[src/rtl/icu_cmd_port.sv]
module icu_cmd_port #(
  parameter bit MASTER = 1'b1
) (
  input  logic       clk,
  input  logic       rst_n,
  input  logic       wr_en,
  input  logic       rd_en,
  input  logic       a0,
  input  logic [7:0] wdata,
  input  logic [7:0] irr_i,
  input  logic [7:0] isr_i,
  input  logic       poll_hit,
  input  logic [2:0] poll_pin,
  output logic [7:0] rdata,
  output logic       err,
  output logic       ready,
  output logic [7:0] vec_base,
  output logic [7:0] imr,
  output logic       auto_eoi,
  output logic       sfn,
  output logic       smm,
  output logic       poll,
  output logic       rd_isr_sel,
  output logic       init_pulse,
  output logic       ocw2_stb,
  output logic [7:0] ocw2_cmd,
  output logic       accept_stb,
  output logic [2:0] accept_pin
);
  localparam logic [1:0] ST_RUN  = 2'd0;
  localparam logic [1:0] ST_VEC  = 2'd1;
  localparam logic [1:0] ST_CASC = 2'd2;
  localparam logic [1:0] ST_MODE = 2'd3;

  logic [1:0] stage;
  logic       rd_go;
  logic       is_init1, is_op3, is_op2, first_bad;

  assign rd_go     = rd_en && !wr_en;
  assign is_init1  = !a0 && wdata[4];
  assign is_op3    = !a0 && !wdata[4] && wdata[3] && ready;
  assign is_op2    = !a0 && !wdata[4] && !wdata[3] && ready;
  assign first_bad = wdata[1] || !wdata[0];

  always_ff @(posedge clk or negedge rst_n) begin
    if (!rst_n) begin
      stage      <= ST_RUN;
      rdata      <= '0;
      err        <= 1'b0;
      ready      <= 1'b0;
      vec_base   <= '0;
      imr        <= 8'hFF;
      auto_eoi   <= 1'b0;
      sfn        <= 1'b0;
      smm        <= 1'b0;
      poll       <= 1'b0;
      rd_isr_sel <= 1'b0;
      init_pulse <= 1'b0;
      ocw2_stb   <= 1'b0;
      ocw2_cmd   <= '0;
      accept_stb <= 1'b0;
      accept_pin <= '0;
    end else begin
      init_pulse <= 1'b0;
      ocw2_stb   <= 1'b0;
      accept_stb <= 1'b0;
      if (rd_go) begin
        if (poll) begin
          poll <= 1'b0;
          if (poll_hit) begin
            rdata      <= {5'b10000, poll_pin};
            accept_stb <= 1'b1;
            accept_pin <= poll_pin;
          end else begin
            rdata <= '0;
          end
        end else if (a0) begin
          rdata <= imr;
        end else begin
          rdata <= rd_isr_sel ? isr_i : irr_i;
        end
      end
      if (wr_en) begin
        err <= 1'b0;
        if (is_init1) begin
          init_pulse <= 1'b1;
          imr        <= '0;
          smm        <= 1'b0;
          poll       <= 1'b0;
          rd_isr_sel <= 1'b0;
          ready      <= 1'b0;
          err        <= first_bad;
          stage      <= first_bad ? ST_RUN : ST_VEC;
        end else if (is_op3) begin
          if (wdata[6]) smm <= wdata[5];
          if (wdata[1]) begin
            rd_isr_sel <= wdata[0];
            poll       <= wdata[2];
          end
        end else if (is_op2) begin
          ocw2_stb <= 1'b1;
          ocw2_cmd <= wdata;
        end else if (a0) begin
          case (stage)
            ST_VEC: begin
              vec_base <= wdata & 8'hF8;
              stage    <= ST_CASC;
            end
            ST_CASC: stage <= ST_MODE;
            ST_MODE: begin
              if (!wdata[0]) begin
                err <= 1'b1;
              end else begin
                auto_eoi <= wdata[1];
                sfn      <= MASTER & wdata[4];
                ready    <= 1'b1;
                stage    <= ST_RUN;
              end
            end
            default: imr <= wdata;
          endcase
        end
      end
    end
  end
endmodule


[config.mk]
export PLATFORM = sky130hd
export DESIGN_NAME = icu_cmd_port
export DESIGN_NICKNAME = d
export VERILOG_FILES = /design/src/rtl/icu_cmd_port.sv
export SDC_FILE = /design/constraint.sdc
export NUM_CORES = 1
export LEC_CHECK = 0
export ABC_CLOCK_PERIOD_IN_PS = 1800
export CAP_MARGIN = 20
export CORE_ASPECT_RATIO = 1.1
export CORE_MARGIN = 5
export CORE_UTILIZATION = 44
export DETAILED_ROUTE_END_ITERATION = 10
export GPL_ROUTABILITY_DRIVEN = 0
export PLACE_DENSITY = 0.77
export REMOVE_ABC_BUFFERS = 1
export SLEW_MARGIN = 15
export SYNTH_ARGS = -nofsm -noshare
export SYNTH_HDL_FRONTEND = slang
export SYNTH_SLANG_ARGS = --single-unit
[constraint.sdc]
create_clock -name clk -period 1.8 [get_ports clk]
set_clock_uncertainty 0.2 [all_clocks]
set_input_delay 0.36 -clock clk [delete_from_list [all_inputs] [get_ports clk]]
set_output_delay 0.36 -clock clk [all_outputs]
set_load 0.02 [all_outputs]
; Yosys cells after proc, flatten, opt, wreduce, memory -nomap -nowiden
; Index checks and enable logic that the tools add are counted.
[word_totals]
output_inout_bits = 45
word_cells = 104
in_bits = 33
reg_bits = 44
[op_classes]
n_mux = 48
n_eq_ne = 7
reduce_logical = 30
bitwise = 3
[op_table]
columns = op, n
row1 = two-way mux 8 bit, 9
row2 = two-way mux 1 bit, 33
row3 = AND reduction 6 bit, 3
row4 = nonzero test 2 bit, 6
row5 = two-way mux 2 bit, 5
row6 = AND reduction 3 bit, 3
row7 = logical AND 1 bit, 7
row8 = AND reduction 7 bit, 1
row9 = one-hot mux 2 bit (3 select lines), 1
row10 = logical NOT 1 bit, 5
row11 = AND reduction 5 bit, 1
row12 = equality test 2 bit (second input constant), 2
row13 = inequality test 2 bit (second input constant), 2
row14 = AND reduction 4 bit, 1
row15 = nonzero test 4 bit, 1
row16 = inequality test 3 bit (second input constant), 1
row17 = inverter 1 bit, 3
row18 = OR reduction 3 bit, 1
row19 = equality test 2 x 1 -> 1 bit (second input constant), 1
row20 = inequality test 2 x 1 -> 1 bit (second input constant), 1
row21 = logical OR 1 bit, 1

; Depth between registers and ports, before layout
; Gate-level depths: netlist of the first run.
[logic_depth]
word_depth = 8
mapped_depth = 7

; Least setup slack after synthesis of the first run
; OpenSTA, ideal clock, no wires.
[synth_timing]
path_type = register to register
from = register rd_isr_sel
to = register rdata[3]
arrival_time_ns = 1.346
n_path_buf = 1
t_required_ns = 1.479
path_stages_with_launch = 5
setup_slack_ns = 0.133
path_cell_list = dfrtp_1 buf_6 mux2_4 mux2_2 a22o_1
[synth_between]
elab_chain_len = 3
[synth_lines]
columns = element, line
row1 = from (decl), 23  ; output logic rd_isr_sel,
row2 = from (signal assigned), 97  ; rd_isr_sel <= wdata[0];
row3 = two-way mux 8 bit, 80  ; rdata <= rd_isr_sel ? isr_i : irr_i;
row4 = two-way mux 8 bit, 77  ; end else if (a0) begin
row5 = two-way mux 8 bit, 68  ; if (poll) begin
row6 = to (signal assigned), 71  ; rdata <= {5'b10000, poll_pin};
row7 = to (signal assigned), 78  ; rdata <= imr;
row8 = to (signal assigned), 80
row9 = to (decl), 14  ; output logic [7:0] rdata,
; No other way between the ends.
; A chain may end at the register's enable or synchronous reset.

; Worst setup path after layout of the first run
[layout_timing]
from = register imr[7]
to = output imr[7]
[layout_lines]
columns = element, line
row1 = from (decl), 18  ; output logic [7:0] imr,
row2 = from (signal assigned), 120  ; default: imr <= wdata;
; No word-level cell between the ends.

==> results.yml, run 1 <==
outcome:
  status: "finished clean"
sta:
  setup_viol: 0
  max_freq_mhz: 566
  finalHoldViolations: 0
  slew_violations: 0
  fin_crit_sh: 0.981
  rsz0062_at_grt: "false"
  timing.final.crit_period_ns: 1.77
power:
  cellPowerDensity_nw_per_um2: 1060
  intPower_w: 0.00219
  p_leak_nw: 1.59
  switching_share: 0.348
  clkPwrFrac: 0.186
  vdd_drop_max_mv: 0.803
  pwr-share-seq: 0.433
  p_sw_w: 0.00117
  finalPower_w: 0.00336
  combPwrFrac: 0.381
clock_network:
  cts.sinks: 44
  clkLatencyLatePin_ns: 0.29
  cts_tree: "done"
  clkTransAtPathRegs_ns: 0.08
  clockBufferDepth: 2
  clock-root-buffer: "clkbuf_8"
  numCtsBuffers: 5
  ctsHtreeMaxLevel: 2
  post_cts_buffers: 0
logic_synthesis:
  synthMuxAreaShare: 0.160
  yosys.area_share.simple: 0.120
  synth-compound-area-share: 0.115
  synthCells: 191
  synth_edf_count: 0
  ys_seq_area_frac: 0.523
  synth_top_family_by_area: "multiplexers"
  async_flop_share: 1.00
  synth.distinct_cells: 34
  synth_area_um2: 2120
  ys_ff_latch: 44
  avgSynthCellArea_um2: 11.1
  synthAdderAreaFrac: 0.0294
  yosys.area_share.xor_xnor: 0
  yosysWarnings: 0
  yosys_most_used_dff: "dfrtp_1"
layout:
  area_delta_synth_final_pct: 48.9
  drive_gt1_frac: 0.245
  fin_nets: 331
  stdcell_area_um2: 3160
  diodes: 0
  nFillCells: 384
die:
  io_pins: 78
  dieArea_um2: 6320
  initial_core_util: 0.457
  die_h_um: 82.9
  core_area_um2: 4650
  fp.dieW_um: 76.3
  rows: 26
worst_setup_path:
  path_max_fanout: 3
  critPathSlowestCell: "dfstp_2"
  crit_buf_inv: 1
  rr_worst_depth: 4
  crit_path_max_incr_delay_ns: 0.55
  required_ns: 1.24
  cp_top_family: "flip-flops"
  path_depth: 1
  cp-end-kind: "output pin"
  crit_chain: "dlygate4sd2_1"
  cp-start-kind: "flip-flop"
  worstSetupPathType: "flip-flop to output pin"
  worstPathArrival_ns: 1.21
global_routing:
  track_usage: 0.175
  antenna_found_initial: 0
  gr-total-overflow: 0
  grt_max_degree: 31
  grt_pass1_wl_um: 9090
  grt_pass1_vias: 1872
route:
  dr.pass1.iters: 4
  drtAntennaViolNets: 0
  vias: 1766
  routed_wl_um: 5310
  route.met2.wl_um: 2710
  via_per_inst: 5.05
  first_iter_violations: 80
  wire_per_inst_um: 15.2
  drc: 0
  met1Wirelength_um: 2170
  route.met3.wl_um: 331
  top_layer_used: "met4"
placed_design:
  portBuffers: 74
  placed_cell_area_um2: 3100
  dpl.hpwl_um: 4270
min_path:
  hold_path.class: "flip-flop to flip-flop"
  hold_path_depth: 2
run:
  drv_cap: 0
## power by group through the flow
stage                     clock, W  combinational (W)  sequential [W]
after floorplan                  0           0.000400         0.00176
after global placement           0            0.00143         0.00147
after detailed placement         0            0.00146         0.00148
after CTS                 0.000645            0.00129         0.00145
after global routing      0.000691            0.00139         0.00149
final                     0.000625            0.00128         0.00145
## cells in the final DEF, fill, tap and decap left out, types with 2 or more instances in the layout
cell | synthesis | routed
dlygate4sd2_1 | 0 | 39
nand2b_1 | 3 | 3
a31oi_1 | 4 | 4
a22o_1 | 4 | 4
nand2_1 | 22 | 22
mux2i_1 | 2 | 2
dfrtp_1 | 36 | 36
buf_12 | 0 | 2
mux2_2 | 20 | 20
inv_1 | 8 | 8
clkbuf_8 | 0 | 6
o211ai_1 | 2 | 2
o21ai_0 | 13 | 13
ha_1 | 5 | 5
mux2_1 | 3 | 3
a21oi_1 | 13 | 13
nand4_1 | 2 | 2
dfstp_2 | 8 | 8
dlymetal6s2s_1 | 0 | 3
conb_1 | 1 | 3
nor2_1 | 12 | 12
clkbuf_1 | 1 | 2
o31ai_1 | 2 | 2
clkdlybuf4s50_1 | 0 | 30
buf_4 | 5 | 26
mux2_4 | 4 | 4
nor2b_1 | 3 | 3
nand3_1 | 4 | 4
## synth_stat cells, types with 5 or more instances
library cell | n | share of area
a21oi_1 | 13 | 0.031
o21ai_0 | 13 | 0.031
mux2_2 | 20 | 0.11
nand2_1 | 22 | 0.039
dfrtp_1 | 36 | 0.42
nor2_1 | 12 | 0.021
inv_1 | 8 | 0.014
dfstp_2 | 8 | 0.099
buf_4 | 5 | 0.018
ha_1 | 5 | 0.029
## logic make-up after synthesis
logic type	count (synthesis)
adder cells (fa/ha/maj)	5
multiplexers	29
AO/OA/AOI/OAI	41
other	1
AND/OR/NAND/NOR	52
flip-flops	44
buffers and inverters	19
## final cells by class
class	instances	area [µm²]	share of cell area
Sequential cell	44	1110	0.351
Timing Repair Buffer	104	951	0.301
Multi-Input combinational cell	130	912	0.288
Clock buffer	8	90.1	0.0285
Tap cell	56	70.1	0.0221
Inverter	8	30.0	0.00949
## metal layers
metal  vias to the layer above  track usage
li1                        863            -
met2                        59        0.294
met5                         -            0
met3                         6       0.0584
met1                       838        0.204
met4                         0       0.0747
## worst paths after layout
path / from / slack [ns] / end
setup reg to reg: rd_isr_sel / 0.06 / rdata[4]
min in group asynchronous: rst_n / 0.30 / err
max in group asynchronous: rst_n / 0.56 / imr[1]
setup / recovery: imr[7] / 0.03 / imr[7]
hold reg to reg: rdata[7] / 0.28 / rdata[7]
hold / removal: rdata[7] / 0.28 / rdata[7]
## state kept, by name, summed over array words and instances (netlist names)
register	cells
imr	8
ocw2_cmd	8
rdata	8
vec_base	5
accept_pin	3
stage	2
accept_stb	1
auto_eoi	1
err	1
init_pulse	1
ocw2_stb	1
poll	1
rd_isr_sel	1
ready	1
sfn	1
smm	1
## through the flow
stage,std cells,setup TNS (ns),hold WS (ns),utilization,setup slack [ns]
global placement,341,-6.89,0.0852,0.667,-0.211
finish,350,0,0.276,0.680,0.0335
floorplan,182,0,-0.136,-,0.0689
global route,350,0,0.309,0.680,0.00595
CTS,350,0,0.285,0.678,0.00973
detailed placement,341,-7.95,0.0948,0.667,-0.263
## timing repair
action | 4_1_cts | 5_1_grt
hold buffers | 1 | 0
endpoints found under the setup margin | 40 | 9
hold endpoints to repair | 9 | 0
gates resized for setup | 40 | 5
cloned | 0 | 0
No activity file was read; power rests on OpenSTA's default activity.
==> run 2: changes to the inputs <==
--- a/config.mk
+++ b/config.mk
@@ -12,7 +12,7 @@
 export CORE_UTILIZATION = 44
 export DETAILED_ROUTE_END_ITERATION = 10
 export GPL_ROUTABILITY_DRIVEN = 0
-export PLACE_DENSITY = 0.77
+export PLACE_DENSITY_LB_ADDON = 0.25
 export REMOVE_ABC_BUFFERS = 1
 export SLEW_MARGIN = 15
 export SYNTH_ARGS = -nofsm -noshare
==> run 2 against run 1 <==
Effect of this change:
- worst hold slack better by 0.0037 ns
- clock-buffer cell count is 2 lower
- core utilization shrank 0.13 points
- critical endpoint is now imr[0]
==> results.yml, run 2 (same netlist as run 1, synthesis figures left out) <==
worst_setup_path:
  r2r_start: "rd_isr_sel"
  worstSetupPathType: "flip-flop to output pin"
  required_ns: 1.24
  crit_buf_inv: 1
  rr_worst_depth: 4
  r2r_slack_ns: 0.17
  critPathSlowestCell: "dfstp_2"
  cp-end-kind: "output pin"
  cp-start-kind: "flip-flop"
  cp_top_family: "flip-flops"
  crit_chain: "dlygate4sd2_1"
  crit_path_max_incr_delay_ns: 0.56
  worstPathArrival_ns: 1.20
  path_max_fanout: 3
  r2r-end: "rdata[4]"
die:
  dieArea_um2: 6320
  rows: 26
  initial_core_util: 0.457
  core_area_um2: 4650
  die_h_um: 82.9
  fp.dieW_um: 76.3
  io_pins: 78
global_routing:
  grt_pass1_vias: 1814
  grt_pass1_wl_um: 8940
  antenna_found_initial: 0
  gr-total-overflow: 0
  grt_max_degree: 45
  track_usage: 0.174
power:
  vdd_drop_max_mv: 0.818
  cellPowerDensity_nw_per_um2: 1060
  finalPower_w: 0.00333
  p_leak_nw: 1.57
route:
  dr.pass1.iters: 4
  met1Wirelength_um: 2190
  first_iter_violations: 51
  routed_wl_um: 5200
  top_layer_used: "met4"
  vias: 1758
  route.met3.wl_um: 512
  drtAntennaViolNets: 0
  via_per_inst: 5.01
  drc: 0
  wire_per_inst_um: 14.8
  route.met2.wl_um: 2420
sta:
  timing.final.crit_period_ns: 1.76
  fin_hold_ws_ns: 0.280
  fin_crit_sh: 0.977
  max_freq_mhz: 569
  rsz0062_at_grt: "false"
  setup_viol: 0
  slew_violations: 0
  setup_ws_ns: 0.0418
  finalHoldViolations: 0
layout:
  drive_gt1_frac: 0.254
  diodes: 0
  reg_top3: "imr (8), ocw2_cmd (8), rdata (8)"
  fin_cells: 351
  area_delta_synth_final_pct: 48.6
  layout_common_cells: "dlygate4sd2_1, dfrtp_1, clkdlybuf4s50_1"
  layout_commonest_cell: "dlygate4sd2_1"
  fin_nets: 332
  nFillCells: 392
  utilization: 0.679
clock_network:
  clkTransAtPathRegs_ns: 0.08
  clockBufferDepth: 2
  cts.sinks: 44
  clock-root-buffer: "clkbuf_8"
  post_cts_buffers: 0
  ctsHtreeMaxLevel: 2
  numCtsBuffers: 5
  clkLatencyLatePin_ns: 0.30
  cts_tree: "done"
placed_design:
  dpl.hpwl_um: 4100
  portBuffers: 74
  dp_slack_ns: -0.258
  dp_cells: 342
run:
  drv_cap: 0
min_path:
  hold_path_depth: 2
  hold_path.class: "flip-flop to flip-flop"
  hold_end: "rdata[7]"
  min_from: "rdata[7]"
outcome:
  status: "finished clean"
==> run 2: cell count changes in the layout (fill, tap and decap cells not counted) <==
cell / change
buf_4: +2
buf_6: -1
clkbuf_1: -1
clkbuf_8: -1
clkdlybuf4s15_1: -1
clkdlybuf4s50_1: +1
clkinv_2: +1
clkinvlp_4: +1
dlygate4sd2_1: +2
dlymetal6s2s_1: -2
nand2b_1: -1
nand2b_2: +1
==> run 2: worst register-to-register path: cells and delay by family (launching register included) <==
kind | cells | cell delay, ns
buf+inv | 1 | 0.17
flops | 1 | 0.41
mux | 2 | 0.54
compound gates | 1 | 0.20
==> run 2: worst max path at each step <==
stage | startpoint | to | slack (ns) | cells past startpoint
2_1_floorplan | rd_isr_sel | rdata[3] | 0.07 | 3
3_3_place_gp | a0 | rd_isr_sel | -0.25 | 5
3_5_place_dp | a0 | smm | -0.26 | 5
4_1_cts | accept_stb | accept_stb | 0.001 | 1
5_1_grt | imr[3] | imr[3] | 0.003 | 1
6_report | imr[0] | imr[0] | 0.04 | 1
==> run 2: stage by stage <==
stage	setup TNS [ns]	area, µm²
after global routing	0	3160
after detailed placement	-7.53	3110
after global placement	-7.15	3110
after CTS	0	3150
after floorplan	0	2050
final	0	3160
==> run 2: final cells by class <==
type	instances	area, µm²	area share
Clock inverter	2	12.5	0.00396
Multi-Input combinational cell	130	915	0.290
Clock buffer	6	72.6	0.0230
Timing Repair Buffer	105	947	0.300
Sequential cell	44	1110	0.352
Inverter	8	30.0	0.00951
Tap cell	56	70.1	0.0222
==> run 2: routing by layer <==
layer | GRT usage | vias to the layer above
li1 | - | 856
met3 | 0.0671 | 7
met5 | 0 | -
met1 | 0.208 | 823
met4 | 0.0668 | 0
met2 | 0.280 | 72
==> run 2: power breakdown <==
part / total (W) / switching [W] / internal, W
clock: 0.000599 / 0.000327 / 0.000271
sequential: 0.00145 / 0.000166 / 0.00128
combinational: 0.00128 / 0.000688 / 0.000596
==> run 2: what timing repair did <==
item	in CTS	in global routing
endpoints found under the hold margin	36	0
gates resized for setup	41	2
hold buffers	1	0
endpoints found under the setup margin	41	7
==> run 3: changes to the inputs <==
--- a/config.mk
+++ b/config.mk
@@ -9,8 +9,9 @@
 export CAP_MARGIN = 20
 export CORE_ASPECT_RATIO = 1.1
 export CORE_MARGIN = 5
-export CORE_UTILIZATION = 44
+export CORE_UTILIZATION = 50
 export DETAILED_ROUTE_END_ITERATION = 10
+export DONT_BUFFER_PORTS = 1
 export GPL_ROUTABILITY_DRIVEN = 0
 export PLACE_DENSITY_LB_ADDON = 0.25
 export REMOVE_ABC_BUFFERS = 1
==> run 3 against run 2 <==
Effect of this change:
- clock power increased by 24%
- global-route usage rose by 0.39 points
- flip-flop and latch count unchanged
- clock-buffer cell count shrank 1
- combinational power decreased by 57%
- sequential share of layout area increased by 10 points
- worst hold slack worse by 0.27 ns
- sequential power grew 24%
- worst setup slack gained 0.14 ns
- non-clock buffer count is 83 lower
- via count is 14% lower
- register-to-register slack improved by 0.03 ns
==> results.yml, run 3 (same netlist as run 1, synthesis figures left out) <==
worst_setup_path:
  cp_top_family: "flip-flops"
  required_ns: 1.24
  critPathSlowestCell: "dfrtp_1"
  r2r_start: "stage[0]"
  crit_buf_inv: 1
  endpoint: "poll"
  path_max_fanout: 10
  crit_start: "poll"
  cp-end-kind: "output pin"
  crit_path_max_incr_delay_ns: 0.54
  rr_worst_depth: 7
  cp-start-kind: "flip-flop"
  r2r_slack_ns: 0.20
  crit_chain: "buf_4"
  r2r-end: "imr[7]"
  path_depth: 1
  worstPathArrival_ns: 1.06
  worstSetupPathType: "flip-flop to output pin"
power:
  p_leak_nw: 1.11
  intPower_w: 0.00200
  combPwrFrac: 0.179
  vdd_drop_max_mv: 0.663
  pwr-share-seq: 0.582
  cellPowerDensity_nw_per_um2: 1270
  p_sw_w: 0.00110
  switching_share: 0.356
  finalPower_w: 0.00310
  clkPwrFrac: 0.240
die:
  die_h_um: 78.4
  dieArea_um2: 5650
  core_area_um2: 4020
  initial_core_util: 0.528
  fp.dieW_um: 72.2
  io_pins: 78
  rows: 24
clock_network:
  numCtsBuffers: 5
  cts_tree: "done"
  cts.sinks: 44
  clkTransAtPathRegs_ns: 0.08
  clkLatencyLatePin_ns: 0.30
  clockBufferDepth: 2
  ctsHtreeMaxLevel: 2
  clock-root-buffer: "clkbuf_8"
route:
  dr.pass1.iters: 5
  routed_wl_um: 4840
  drtAntennaViolNets: 0
  drc: 0
  vias: 1507
  via_per_inst: 5.71
  wire_per_inst_um: 18.3
  first_iter_violations: 55
sta:
  rsz0062_at_grt: "false"
  max_freq_mhz: 616
  setup_viol: 0
  timing.final.crit_period_ns: 1.62
  finalHoldViolations: 0
  fin_crit_sh: 0.901
  slew_violations: 0
  setup_tns_ns: 0
  fin_hold_ws_ns: 0.0131
min_path:
  hold_path.class: "primary input to flip-flop"
global_routing:
  grt_pass1_wl_um: 7750
  antenna_found_initial: 0
  gr-total-overflow: 0
  track_usage: 0.177
  grt_max_degree: 45
  grt_pass1_vias: 1545
layout:
  reg_top3: "imr (8), ocw2_cmd (8), rdata (8)"
  fin_nets: 249
  diodes: 0
  area_delta_synth_final_pct: 15.3
  layout_commonest_cell: "dfrtp_1"
  stdcell_area_um2: 2450
  nFillCells: 342
  fin_cells: 264
  drive_gt1_frac: 0.241
  layout_common_cells: "dfrtp_1, nand2_1, mux2_2"
placed_design:
  placed_cell_area_um2: 2160
  portBuffers: 0
  dpl.hpwl_um: 3460
  dp_cells: 239
outcome:
  status: "finished clean"
run:
  drv_cap: 0
run 3: layer usage:
layer	routed length, µm	up-vias	track usage
li1	-	690	-
met1	1790	733	0.197
met2	2300	70	0.278
met3	605	14	0.0983
met4	146	0	0.0771
met5	0	-	0
run 3: power by group through the flow:
stage               clock network, W  registers [W]  logic (W)
global placement                   0        0.00182   0.000469
global route                0.000820        0.00185   0.000637
finish                      0.000743        0.00180   0.000555
detailed placement                 0        0.00183   0.000499
CTS                         0.000768        0.00181   0.000554
floorplan                          0        0.00176   0.000400
run 3: worst min path at each step:
| stage | endpoint | startpoint | cells past startpoint |
|---|---|---|---|
| after floorplan | accept_pin[0] | rst_n | 0 |
| after global placement | accept_stb | rst_n | 0 |
| after detailed placement | accept_pin[1] | rst_n | 0 |
| after CTS | imr[0] | wdata[0] | 2 |
| after global routing | accept_pin[2] | poll_pin[2] | 1 |
| final | imr[0] | wdata[0] | 2 |
run 3: layout make-up:
class                   count  area (µm²)  share of cell area
clock inverters             3        42.5              0.0174
inverters                   8        30.0              0.0123
flip-flops and latches     44        1110               0.454
repair buffers             22         218              0.0889
well taps                  52        65.1              0.0266
multi-input cells         130         912               0.373
clock buffers               5        68.8              0.0281
run 3: what timing repair did:
action / 4_1_cts / 5_1_grt
hold endpoints to repair: 64 / 5
gates resized for setup: 0 / 1
hold buffers: 12 / 5
setup endpoints to repair: 0 / 1
buffers inserted: 0 / 0
run 3: through the flow:
| step | setup WS, ns | utilization |
|---|---|---|
| floorplan | 0.0689 | - |
| global placement | 0.227 | 0.536 |
| detailed placement | 0.128 | 0.536 |
| CTS | 0.112 | 0.596 |
| global route | 0.0603 | 0.609 |
| finish | 0.178 | 0.609 |
